[config.mk]
export PLATFORM = sky130hd
export DESIGN_NAME = flash_bp_unit
export DESIGN_NICKNAME = d
export VERILOG_FILES = /design/src/rtl/fbp_pkg.sv /design/src/rtl/fbp_status_reg.sv /design/src/rtl/fbp_region_calc.sv /design/src/rtl/fbp_prog_gate.sv /design/src/rtl/fbp_status_read.sv /design/src/rtl/flash_bp_unit.sv
export SDC_FILE = /design/constraint.sdc
export NUM_CORES = 1
export LEC_CHECK = 0
export BUFFER_PORTS_ARGS = -buffer_cell sky130_fd_sc_hd__buf_2
export CAP_MARGIN = 5
export CORE_ASPECT_RATIO = 0.9
export CORE_MARGIN = 5
export CORE_UTILIZATION = 23
export CTS_BUF_LIST = sky130_fd_sc_hd__clkbuf_2
export CTS_CLUSTER_SIZE = 14
export DETAILED_ROUTE_END_ITERATION = 16
export PLACE_DENSITY = 0.47
export REMOVE_ABC_BUFFERS = 1
export SYNTH_ARGS = -nofsm -noshare
export SYNTH_HDL_FRONTEND = slang
export SYNTH_SLANG_ARGS = --single-unit
[constraint.sdc]
create_clock -name clk -period 4.6 [get_ports clk]
set_input_delay 0.46 -clock clk [delete_from_list [all_inputs] [get_ports clk]]
set_output_delay 0.46 -clock clk [all_outputs]
set_load 0.02 [all_outputs]
[src/rtl/fbp_pkg.sv]
package fbp_pkg;

    localparam int WEL_POS   = 1;
    localparam int BPLO_POS  = 2;
    localparam int TB_POS    = 5;
    localparam int BP3_POS   = 6;
    localparam int SRWD_POS  = 7;

    typedef struct packed {
        logic       wr_lock;   // status-write-disable flag
        logic       anchor_lo; // 1: region at low sectors
        logic [3:0] level;     // protect level
    } prot_state_t;

    typedef enum logic [1:0] {
        VERDICT_IDLE  = 2'd0,
        VERDICT_ALLOW = 2'd1,
        VERDICT_DENY  = 2'd2
    } verdict_e;

    // Protected sector count, clamped to limit so it never wraps.
    function automatic logic [31:0] sat_count(input logic [3:0] level,
                                              input logic [31:0] limit);
        logic [31:0] raw;
        logic [4:0]  shamt;
        if (level == 4'd0) begin
            return 32'd0;
        end
        shamt = {1'b0, level} - 5'd1;
        if (shamt >= 5'd31) begin
            return limit;
        end
        raw = 32'd1 << shamt;
        return (raw > limit) ? limit : raw;
    endfunction

    function automatic logic [7:0] pack_status(input prot_state_t st,
                                               input logic wel);
        logic [7:0] b;
        b = 8'd0;
        b[WEL_POS]             = wel;
        b[BPLO_POS +: 3]       = st.level[2:0];
        b[TB_POS]              = st.anchor_lo;
        b[BP3_POS]             = st.level[3];
        b[SRWD_POS]            = st.wr_lock;
        return b;
    endfunction

endpackage

[src/rtl/fbp_status_reg.sv]
module fbp_status_reg
    import fbp_pkg::*;
#(
    parameter bit HAS_TB  = 1'b1,
    parameter bit HAS_BP3 = 1'b1
) (
    input  logic        clk,
    input  logic        rst,
    input  logic        wr_en,
    input  logic [7:0]  wr_data,
    output prot_state_t state_o
);

    prot_state_t st_q;

    always_ff @(posedge clk) begin
        if (rst) begin
            st_q.wr_lock     <= 1'b0;
            st_q.level[2:0]  <= 3'd0;
        end else if (wr_en) begin
            st_q.wr_lock     <= wr_data[SRWD_POS];
            st_q.level[2:0]  <= wr_data[BPLO_POS +: 3];
        end
    end

    generate
        if (HAS_TB) begin : g_tb
            always_ff @(posedge clk) begin
                if (rst)        st_q.anchor_lo <= 1'b0;
                else if (wr_en) st_q.anchor_lo <= wr_data[TB_POS];
            end
        end else begin : g_no_tb
            always_ff @(posedge clk) st_q.anchor_lo <= 1'b0;
        end

        if (HAS_BP3) begin : g_bp3
            always_ff @(posedge clk) begin
                if (rst)        st_q.level[3] <= 1'b0;
                else if (wr_en) st_q.level[3] <= wr_data[BP3_POS];
            end
        end else begin : g_no_bp3
            always_ff @(posedge clk) st_q.level[3] <= 1'b0;
        end
    endgenerate

    assign state_o = st_q;

    // low protect bits follow the written byte
    a_r1_level_load: assert property (@(posedge clk) disable iff (rst)
        wr_en |=> state_o.level[2:0] == $past(wr_data[4:2]));

    // write-disable flag follows bit 7
    a_r1_lock_load: assert property (@(posedge clk) disable iff (rst)
        wr_en |=> state_o.wr_lock == $past(wr_data[7]));

    // state holds without a write
    a_r1_hold: assert property (@(posedge clk) disable iff (rst)
        !wr_en && !$past(rst) |=> $stable(state_o));

endmodule

[src/rtl/fbp_region_calc.sv]
module fbp_region_calc
    import fbp_pkg::*;
#(
    parameter int SECTOR_BYTES = 65536,
    parameter int SECTOR_COUNT = 512,
    parameter int ADDR_W       = 25
) (
    input  prot_state_t         state_i,
    input  logic [ADDR_W-1:0]   addr_i,
    output logic [63:0]         sector_o,
    output logic                deny_o
);

    localparam int SEC_SHIFT = $clog2(SECTOR_BYTES);
    localparam logic [31:0] N_SEC = 32'(SECTOR_COUNT);

    logic [31:0] cnt;
    logic [63:0] sec64;
    logic [63:0] sum;
    logic        deny_hi;
    logic        deny_lo;

    always_comb begin
        cnt     = sat_count(state_i.level, N_SEC);
        sec64   = 64'(addr_i >> SEC_SHIFT);
        sum     = sec64 + 64'(cnt);
        deny_hi = sum >= 64'(N_SEC);
        deny_lo = sec64 < 64'(cnt);
        if (state_i.level == 4'd0) begin
            deny_o = 1'b0;
        end else if (state_i.anchor_lo) begin
            deny_o = deny_lo;
        end else begin
            deny_o = deny_hi;
        end
    end

    assign sector_o = sec64;

endmodule

[src/rtl/fbp_prog_gate.sv]
module fbp_prog_gate
    import fbp_pkg::*;
(
    input  logic clk,
    input  logic rst,
    input  logic req_i,
    input  logic deny_i,
    output logic done_o,
    output logic ok_o,
    output logic err_o
);

    verdict_e v_q;

    always_ff @(posedge clk) begin
        if (rst) begin
            v_q <= VERDICT_IDLE;
        end else if (req_i) begin
            v_q <= deny_i ? VERDICT_DENY : VERDICT_ALLOW;
        end else begin
            v_q <= VERDICT_IDLE;
        end
    end

    assign done_o = (v_q != VERDICT_IDLE);
    assign ok_o   = (v_q == VERDICT_ALLOW);
    assign err_o  = (v_q == VERDICT_DENY);

    // every request yields a verdict next cycle
    a_r9_done_follows: assert property (@(posedge clk) disable iff (rst)
        req_i |=> done_o);

    // no verdict without a request
    a_r9_no_spurious: assert property (@(posedge clk) disable iff (rst)
        !req_i |=> !done_o && !ok_o && !err_o);

    // exactly one of allow / deny with a verdict
    a_r9_exclusive: assert property (@(posedge clk) disable iff (rst)
        done_o |-> $onehot({ok_o, err_o}));

endmodule

[src/rtl/fbp_status_read.sv]
module fbp_status_read
    import fbp_pkg::*;
(
    input  logic        clk,
    input  logic        rst,
    input  logic        rd_en,
    input  logic        wel_i,
    input  prot_state_t state_i,
    output logic [7:0]  status_o
);

    logic [7:0] stat_q;

    always_ff @(posedge clk) begin
        if (rst) begin
            stat_q <= 8'd0;
        end else if (rd_en) begin
            stat_q <= pack_status(state_i, wel_i);
        end
    end

    assign status_o = stat_q;

    // bit 1 mirrors the latch at the read strobe
    a_r2_wel_bit: assert property (@(posedge clk) disable iff (rst)
        rd_en |=> status_o[1] == $past(wel_i));

    // bit 0 is always 0
    a_r2_bit0_zero: assert property (@(posedge clk) disable iff (rst)
        status_o[0] == 1'b0);

    // held between reads
    a_r2_hold: assert property (@(posedge clk) disable iff (rst)
        !rd_en && !$past(rst) |=> $stable(status_o));

endmodule

[src/rtl/flash_bp_unit.sv]
module flash_bp_unit
    import fbp_pkg::*;
#(
    parameter int SECTOR_BYTES = 65536,
    parameter int SECTOR_COUNT = 512,
    parameter int ADDR_W       = 25,
    parameter bit HAS_TB       = 1'b1,
    parameter bit HAS_BP3      = 1'b1
) (
    input  logic              clk,
    input  logic              rst,
    input  logic              wr_stat_i,
    input  logic [7:0]        wr_data_i,
    input  logic              rd_stat_i,
    input  logic              wel_i,
    output logic [7:0]        status_o,
    input  logic              prog_req_i,
    input  logic [ADDR_W-1:0] prog_addr_i,
    output logic              prog_done_o,
    output logic              prog_ok_o,
    output logic              prog_err_o
);

    prot_state_t st;
    logic        deny;
    logic [63:0] sector;

    fbp_status_reg #(
        .HAS_TB  (HAS_TB),
        .HAS_BP3 (HAS_BP3)
    ) u_sreg (
        .clk     (clk),
        .rst     (rst),
        .wr_en   (wr_stat_i),
        .wr_data (wr_data_i),
        .state_o (st)
    );

    fbp_region_calc #(
        .SECTOR_BYTES (SECTOR_BYTES),
        .SECTOR_COUNT (SECTOR_COUNT),
        .ADDR_W       (ADDR_W)
    ) u_region (
        .state_i  (st),
        .addr_i   (prog_addr_i),
        .sector_o (sector),
        .deny_o   (deny)
    );

    fbp_prog_gate u_gate (
        .clk    (clk),
        .rst    (rst),
        .req_i  (prog_req_i),
        .deny_i (deny),
        .done_o (prog_done_o),
        .ok_o   (prog_ok_o),
        .err_o  (prog_err_o)
    );

    fbp_status_read u_rd (
        .clk      (clk),
        .rst      (rst),
        .rd_en    (rd_stat_i),
        .wel_i    (wel_i),
        .state_i  (st),
        .status_o (status_o)
    );

    // level 0 never denies
    a_r5_open: assert property (@(posedge clk) disable iff (rst)
        prog_req_i && st.level == 4'd0 |=> prog_ok_o);

    // last sector is denied in high-anchored mode
    a_r6_top_last: assert property (@(posedge clk) disable iff (rst)
        prog_req_i && !st.anchor_lo && st.level != 4'd0 &&
        sector == 64'(SECTOR_COUNT - 1) |=> prog_err_o);

    // sector 0 is denied in low-anchored mode
    a_r7_bottom_first: assert property (@(posedge clk) disable iff (rst)
        prog_req_i && st.anchor_lo && st.level != 4'd0 &&
        sector == 64'd0 |=> prog_err_o);

    // absent features never read back
    a_r3_r4_absent_bits: assert property (@(posedge clk) disable iff (rst)
        (!HAS_TB -> !status_o[5]) && (!HAS_BP3 -> !status_o[6]));

endmodule

==> metrics.md, run 1 <==
| Metric | Value |
|---|---|
| Run status | `finished, final reports clean` |
| Std-Cell Rows | `26` |
| Starting Density | `23.5%` |
| Static Leakage | `0.818 nW` |
| Number of sinks handled by clock tree synthesis | `15` |
| Largest driver fanout on the critical path | `6` |
| Violation count after the first detailed-route iteration | `52` |
| Root buffer cell | `clkbuf_2` |
| Via count of the first global-routing pass | `1,072` |
| Max-Cap Viols | `0` |
| Via count | `1,092` |
| Post-route core utilization | `27.5%` |
| Clock Tree Buf Depth | `2` |
| Per-instance average area after synthesis | `8.49 µm²` |
| Data arrival, critical path | `3.56 ns` |
| Horizontal die dimension | `90.2 µm` |
| Number of nets in the layout | `253` |
| GRT Resource Usage Total | `8.13%` |
| Fraction of synthesized cell area taken by the top area cell type | `25.4%` |
| Worst IR Drop VDD | `90.1 µV` |
| Number of hold buffers added after CTS | `0` |
| Unique cell type count in the Yosys netlist | `37` |
| Slowest stage cell, crit path | `or4b_2` |
| First-pass GRT wire length | `5040 µm` |
| Period utilization | `72.9%` |
| Post-CTS setup buffers | `0` |
| Initial antenna violation count | `0` |
| Design Power | `0.306 mW` |
| Average via count per standard cell | `4.28` |
| Placed cells | `251` |
| Hold Fails Final Rpt | `0` |
| Wirelength, routed | `2890 µm` |
| Area grow syn2layout | `16.8%` |
| Post-route setup TNS | `0 ns` |
| Placeable Area | `0.00566 mm²` |
| Final max-slew violation count | `0` |
| Class of the worst hold path | `primary input to flop` |
| Layout cells sized above 1 | `20.5%` |
| Cells along the critical path | `inv_1 -> ha_1 -> nor3b_1 -> nor3_1 -> nand2_1 -> ha_1 -> nand2b_1 -> a21oi_1 -> o31a_1 -> or4b_2 -> a311oi_2` |
| Number of instances in the synthesized netlist | `157` |
| Die ar. | `0.00742 mm²` |
| Type of the worst setup path | `flop to flop` |
| Skew final | `0.0112 ns` |
| Synthesized flop and latch total | `15` |
| CTS tree | `done` |
| Clock network latency to the later pin of the worst-skew pair | `0.29 ns` |
| Final setup violation count | `0` |
| Library cell appearing most often on the critical path | `ha_1` |
| Maximum number of pins on one net before global-route repair | `16` |
| Longest individual stage delay on the worst path | `0.69 ns` |
| H-tree depth | `1` |
| Synth Warn # | `0` |
| Cell Pwr Density | `197 mW/mm²` |
| Cell Area, Synth | `0.00133 mm²` |
| Kind of capture point of the worst setup path | `flop` |
| Remaining antenna violation count | `0` |
| Top cells by area in the synthesized netlist | `ha_1, dfxtp_1, mux2i_1` |
| CP startpoint kind | `flop` |
| Wirelength per Cell | `11.3 µm` |
| Largest delay share family, worst path | `simple AND/OR/NAND/NOR gates` |
| Worst EP required | `4.80 ns` |
| Portion of the post-synthesis area used by sequential elements | `22.5%` |
| Antenna diodes | `0` |
| Maximum achievable frequency | `0.298 GHz` |
| Non-filler cells, final | `255` |
| Minimum period implied by the final worst setup slack | `3.35 ns` |
| Clock-pin slew on the worst setup and hold paths | `0.16 ns` |
| Number of fill cells in the layout | `643` |
| Ports placed on the boundary | `50` |
| Die Y-Extent | `82.2 µm` |
| Gp weighted congestion | `0.775` |
| Combined buffer and inverter count along the critical path | `1` |
| Number of buffers inserted during clock tree synthesis | `3` |
| Post-DP HPWL | `2430 µm` |
| Leftover overflow at the end of global routing | `0` |
| Largest area contributor in the netlist | `ha_1` |
| Final worst hold slack | `0.399 ns` |
| Number of design rule violations left after detail routing | `0` |
| Iteration count of the initial detailed-routing pass | `4` |
| IO Port Bufs | `30` |
| Number of resized instances in the post-cts repair step | `0` |
| Unrepaired setup endpoints after global routing | `false` |
[through the flow]
| stage | instance area, µm² | setup WS, ns |
|---|---|---|
| final | 1560 | 1.25 |
| after global routing | 1560 | 0.931 |
| after CTS | 1560 | 1.24 |
| after detailed placement | 1540 | 1.28 |
| after global placement | 1540 | 1.25 |
| after floorplan | 1300 | 1.60 |
[layer usage]
metal  GRT usage, %  part of all wire (%)
met1           10.7                    50
met3           3.08                   4.3
met4          0.446                     0
met5              0                     0
met2           13.5                    46
[cells by family after synthesis]
kind of cell	after synthesis	share of synthesized area (%)
multiplexers	13	9.76
AND/OR/NAND/NOR	54	20.8
AO/OA/AOI/OAI	20	10.0
adder cells (fa/ha/maj)	28	26.9
other	1	0.281
XOR/XNOR	4	2.63
flip-flops	15	22.5
buffers and inverters	22	7.04
[final timing paths]
| kind | from | endpoint | slack [ns] | cells after the start |
|---|---|---|---|---|
| setup / recovery | u_sreg.state_o[1]$_SDFFE_PP0P_ | u_gate.v_q[0]$_SDFF_PP0_ | 1.25 | 11 |
| hold / removal | wr_data_i[7] | u_sreg.state_o[5]$_SDFFE_PP0P_ | 0.40 | 3 |
| hold reg to reg | u_rd.status_o[1]$_SDFFE_PP0P_ | u_rd.status_o[1]$_SDFFE_PP0P_ | 0.50 | 2 |
| setup reg to reg | u_sreg.state_o[1]$_SDFFE_PP0P_ | u_gate.v_q[0]$_SDFF_PP0_ | 1.25 | 11 |
[cell usage in the layout (no fill, tap or decap), types with 3 or more instances in the layout]
master    instances
a21oi_1           6
buf_2            30
clkbuf_2          3
dfxtp_1          15
ha_1             27
inv_1            16
mux2i_1          13
nand2_1          10
nand2b_1          3
nor2_1           19
nor2b_1           5
nor3_1            5
o21ai_0           5
[registers in the layout (all words and copies together) (netlist names)]
signal,count
u_sreg.state_o,6
u_gate.v_q,2
u_rd.status_o,7
[layout make-up]
cell class	instances	area [µm²]	area share [%]
repair buffers	30	150	9.65
inverters	16	60.1	3.86
clock inverters	1	5.00	0.322
clock buffers	3	15.0	0.965
flip-flops and latches	15	300	19.3
well taps	70	87.6	5.63
multi-input cells	120	938	60.3
[cell usage after synthesis]
master,instances
nand3_1,2
nand4b_1,1
a31oi_1,1
nor3_1,5
nor4b_1,1
conb_1,1
o31ai_1,1
xnor2_1,2
nand2b_1,3
nand2_1,10
o21bai_1,1
a311oi_2,1
a21oi_1,6
nor2b_1,5
buf_4,3
clkbuf_1,3
a211oi_1,1
and3_1,1
nor3_2,1
o21ai_0,5
o221ai_1,1
or4_1,1
or2_2,1
a41oi_1,1
and4_1,1
fa_1,1
o31a_1,1
nor3b_1,1
dfxtp_1,15
inv_1,16
xor2_1,2
a211o_1,1
mux2i_1,13
or4b_1,1
or4b_2,1
nor2_1,19
ha_1,27
[power breakdown]
group	internal, mW	switching [mW]
logic	0.0423	0.0564
registers	0.137	0.00684
clock network	0.0197	0.0439
total	0.199	0.107
[worst reg2reg max path: stages, from the launching register on]
cell and delay (ns):
dfxtp_1 0.47, inv_1 0.12, ha_1 0.27, nor3b_1 0.19, nor3_1 0.36, nand2_1 0.19
ha_1 0.33, nand2b_1 0.10, a21oi_1 0.09, o31a_1 0.24, or4b_2 0.69, a311oi_2 0.21
No activity file was read; power rests on OpenSTA's default activity.
==> run 2, diff against run 1 <==
ABC_AREA = 1   (was unset)
clock period = 3.4 ns   (was 4.6 ns; I/O delays follow)
==> run 2 against run 1 <==
Clock-buffer cell count up 1. Global-route usage fell by 0.43 points. Non-clock buffer count did not move. Register-to-register slack got worse by 0.78 ns. Core utilization rose by 0.62 points. Worst hold slack got worse by 0.13 ns. Combinational power is 75% higher. Largest power group unchanged. Worst setup slack worse by 0.78 ns. Via count up 16%. Area after synthesis increased by 3.4%. Critical path depth increased by 11. Sequential power up 36%.
==> metrics.md, run 2 <==
| Metric | Value |
|---|---|
| Run status | `finished, final reports clean` |
| Iteration count of the initial detailed-routing pass | `4 (unchanged)` |
| Average via count per standard cell | `4.13 (-3.6%)` |
| Synth Warn # | `0 (unchanged)` |
| Most frequent standard cell in the layout excluding fill and tap cells | `nand2_1` |
| Unrepaired setup endpoints after global routing | `false` |
| GRT Resource Usage Total | `7.71% (-0.43 points)` |
| Final max-slew violation count | `0 (unchanged)` |
| Maximum number of pins on one net before global-route repair | `15 (-1)` |
| Remaining antenna violation count | `0 (unchanged)` |
| Final setup violation count | `0 (unchanged)` |
| Hold Fails Final Rpt | `0 (unchanged)` |
| Gp weighted congestion | `0.733 (-5.4%)` |
| Commonest cells after routing, fill and taps aside | `nand2_1, inv_1, nor2_1, buf_2, ha_1` |
| Largest driver fanout on the critical path | `5 (-1)` |
| Placeable Area | `0.00576 mm² (+1.7%)` |
| Class of the worst hold path | `primary input to flop` |
| Die ar. | `0.00764 mm² (+3.0%)` |
| List of most frequent post-synthesis cells | `nand2_1, inv_1, nor2_1` |
| Async set or reset register ratio after synthesis | `0% (unchanged)` |
| Number of buffers inserted during clock tree synthesis | `3 (unchanged)` |
| Initial antenna violation count | `0 (unchanged)` |
| Synthesized flop and latch total | `15 (unchanged)` |
| Leftover overflow at the end of global routing | `0 (unchanged)` |
| Placed Area | `0.00160 mm² (+3.9%)` |
| Ports placed on the boundary | `50 (unchanged)` |
| Dominant register cell in the synthesized netlist | `dfxtp_1` |
| IO Port Bufs | `30 (unchanged)` |
| Via count | `1,272 (+16%)` |
| Cell Area, Synth | `0.00138 mm² (+3.4%)` |
| Layout cells sized above 1 | `18.9% (-1.6 points)` |
| Worst slack after detailed placement | `0.389 ns (-0.895 ns)` |
| Post-route setup TNS | `0 ns (unchanged)` |
| Violation count after the first detailed-route iteration | `33 (-37%)` |
| Clock network latency to the later pin of the worst-skew pair | `0.28 ns (about the same)` |
| Fraction of synthesized cell area taken by the top area cell type | `24.5% (-0.83 points)` |
| Worst EP required | `3.62 ns (-1.18 ns)` |
| Cell Pwr Density | `282 mW/mm² (+44%)` |
| Via count of the first global-routing pass | `1,202 (+12%)` |
| CTS tree | `done` |
| Wirelength, routed | `2900 µm (+0.35%)` |
| Starting Density | `23.9% (+0.38 points)` |
| Static Leakage | `0.880 nW (+7.5%)` |
| Antenna diodes | `0 (unchanged)` |
| Flip-flop count of the largest register after layout | `7 (unchanged)` |
| Type of the worst setup path | `flop to flop` |
| Number of instances in the synthesized netlist | `208 (+32%)` |
| CP startpoint kind | `flop` |
| Design Power | `0.457 mW (+49%)` |
| Area grow syn2layout | `17.5%` |
| Non-Filler Cell Area, Final | `0.00162 mm² (+4.0%)` |
| Period utilization | `86.2% (+13 points)` |
| H-tree depth | `1 (unchanged)` |
| Number of nets in the layout | `306 (+21%)` |
| Unique cell type count in the Yosys netlist | `21 (-43%)` |
| Clock Tree Buf Depth | `2 (unchanged)` |
| Per-instance average area after synthesis | `6.62 µm² (-22%)` |
| Wirelength per Cell | `9.41 µm (-17%)` |
| Top cells by area in the synthesized netlist | `ha_1, dfxtp_1, nand2_1` |
| First-pass GRT wire length | `5040 µm (unchanged)` |
| Horizontal die dimension | `91.6 µm (+1.5%)` |
| Data arrival, critical path | `3.15 ns (-0.41 ns)` |
| Kind of capture point of the worst setup path | `flop` |
| Largest area contributor in the netlist | `ha_1` |
| Root buffer cell | `clkbuf_2` |
| Maximum achievable frequency | `0.341 GHz (+14%)` |
| Count leader, synth | `nand2_1` |
| Number of sinks handled by clock tree synthesis | `15 (unchanged)` |
| Portion of the post-synthesis area used by sequential elements | `21.8% (-0.74 points)` |
| Die Y-Extent | `83.4 µm (+1.5%)` |
| Number of design rule violations left after detail routing | `0 (unchanged)` |
| Max-Cap Viols | `0 (unchanged)` |
| Worst IR Drop VDD | `194 µV (+120%)` |
| Std-Cell Rows | `26 (unchanged)` |
| Crit path setup slack, layout | `0.471 ns (-0.776 ns)` |
| Skew final | `0.00760 ns (-0.00360 ns)` |
| Post-CTS setup buffers | `0 (unchanged)` |
| Number of flops mapped to enable cells by yosys | `0 (unchanged)` |
| Minimum period implied by the final worst setup slack | `2.93 ns (-0.424 ns)` |
| Post-DP HPWL | `2500 µm (+3.1%)` |
| Clock-pin slew on the worst setup and hold paths | `0.15 ns (about the same)` |
run 2: worst max-delay path, stage by stage, from the launching register on:
cell     delay [ns]
dfxtp_2        0.38
inv_1          0.10
ha_1           0.22
inv_1          0.05
nand2_1        0.12
nand2_4        0.12
inv_2          0.04
nand2_1        0.10
nor2_1         0.07
nor2_2         0.15
nand2_1        0.09
o41ai_1        0.06
nand2_1        0.17
ha_1           0.34
nor2_1         0.14
inv_1          0.07
o21ai_0        0.16
a21oi_1        0.08
nor2_1         0.10
nand2_1        0.06
nand2_1        0.05
nand2_1        0.06
a21oi_1        0.13
run 2: timing repair:
action / 4_1_cts / 5_1_grt
setup endpoints to repair: 0 / 2
gates resized for setup: 0 / 3
hold buffers: 0 / 0
run 2: logic make-up (layout without fill, tap and decap cells):
| kind of cell | after synthesis | in the layout | synth area share (%) |
|---|---|---|---|
| AO/OA/AOI/OAI | 42 | 42 | 16.2 |
| adder cells (fa/ha/maj) | 28 | 28 | 26.0 |
| buffers and inverters | 39 | 69 | 10.9 |
| flip-flops | 15 | 15 | 21.8 |
| other | 1 | 1 | 0.272 |
| AND/OR/NAND/NOR | 83 | 83 | 24.9 |
run 2: through the flow:
stage / hold slack [ns] / instances / util, %
after CTS: 0.251 / 308 / 28.1
after detailed placement: 0.481 / 304 / 27.7
after floorplan: 0.430 / 204 / -
final: 0.267 / 308 / 28.1
after global routing: 0.260 / 308 / 28.1
after global placement: 0.486 / 304 / 27.7
run 2: worst paths after layout:
| check | from | endpoint | slack (ns) | cells past startpoint |
|---|---|---|---|---|
| max reg2reg | u_sreg.state_o[1]$_SDFFE_PP0P_ | u_gate.v_q[0]$_SDFF_PP0_ | 0.47 | 22 |
| max | u_sreg.state_o[1]$_SDFFE_PP0P_ | u_gate.v_q[0]$_SDFF_PP0_ | 0.47 | 22 |
| min | wel_i | u_rd.status_o[1]$_SDFFE_PP0P_ | 0.27 | 3 |
| min reg2reg | u_sreg.state_o[5]$_SDFFE_PP0P_ | u_rd.status_o[7]$_SDFFE_PP0P_ | 0.51 | 2 |
run 2: cell type report:
type                            count  area (µm²)
Fill cell                         649        4140
Multi-Input combinational cell    154         927
Sequential cell                    15         303
Timing Repair Buffer               30         150
Inverter                           35         131
Tap cell                           70        87.6
Clock buffer                        4        20.0
run 2: routing by layer:
metal	GRT usage, %	part of all wire [%]	wire length (µm)	vias up
met1	10.6	53	1530	540
met5	0	0	0	-
met3	2.35	5.3	155	2
met4	0.822	0.21	6	0
li1	-	-	-	706
met2	12.2	42	1210	24
run 2: power breakdown:
group | leakage (nW) | switching (mW) | total, mW | internal (mW)
Clock | 0.0166 | 0.0576 | 0.0888 | 0.0312
Combinational | 0.738 | 0.110 | 0.173 | 0.0624
Sequential | 0.125 | 0.00683 | 0.196 | 0.189
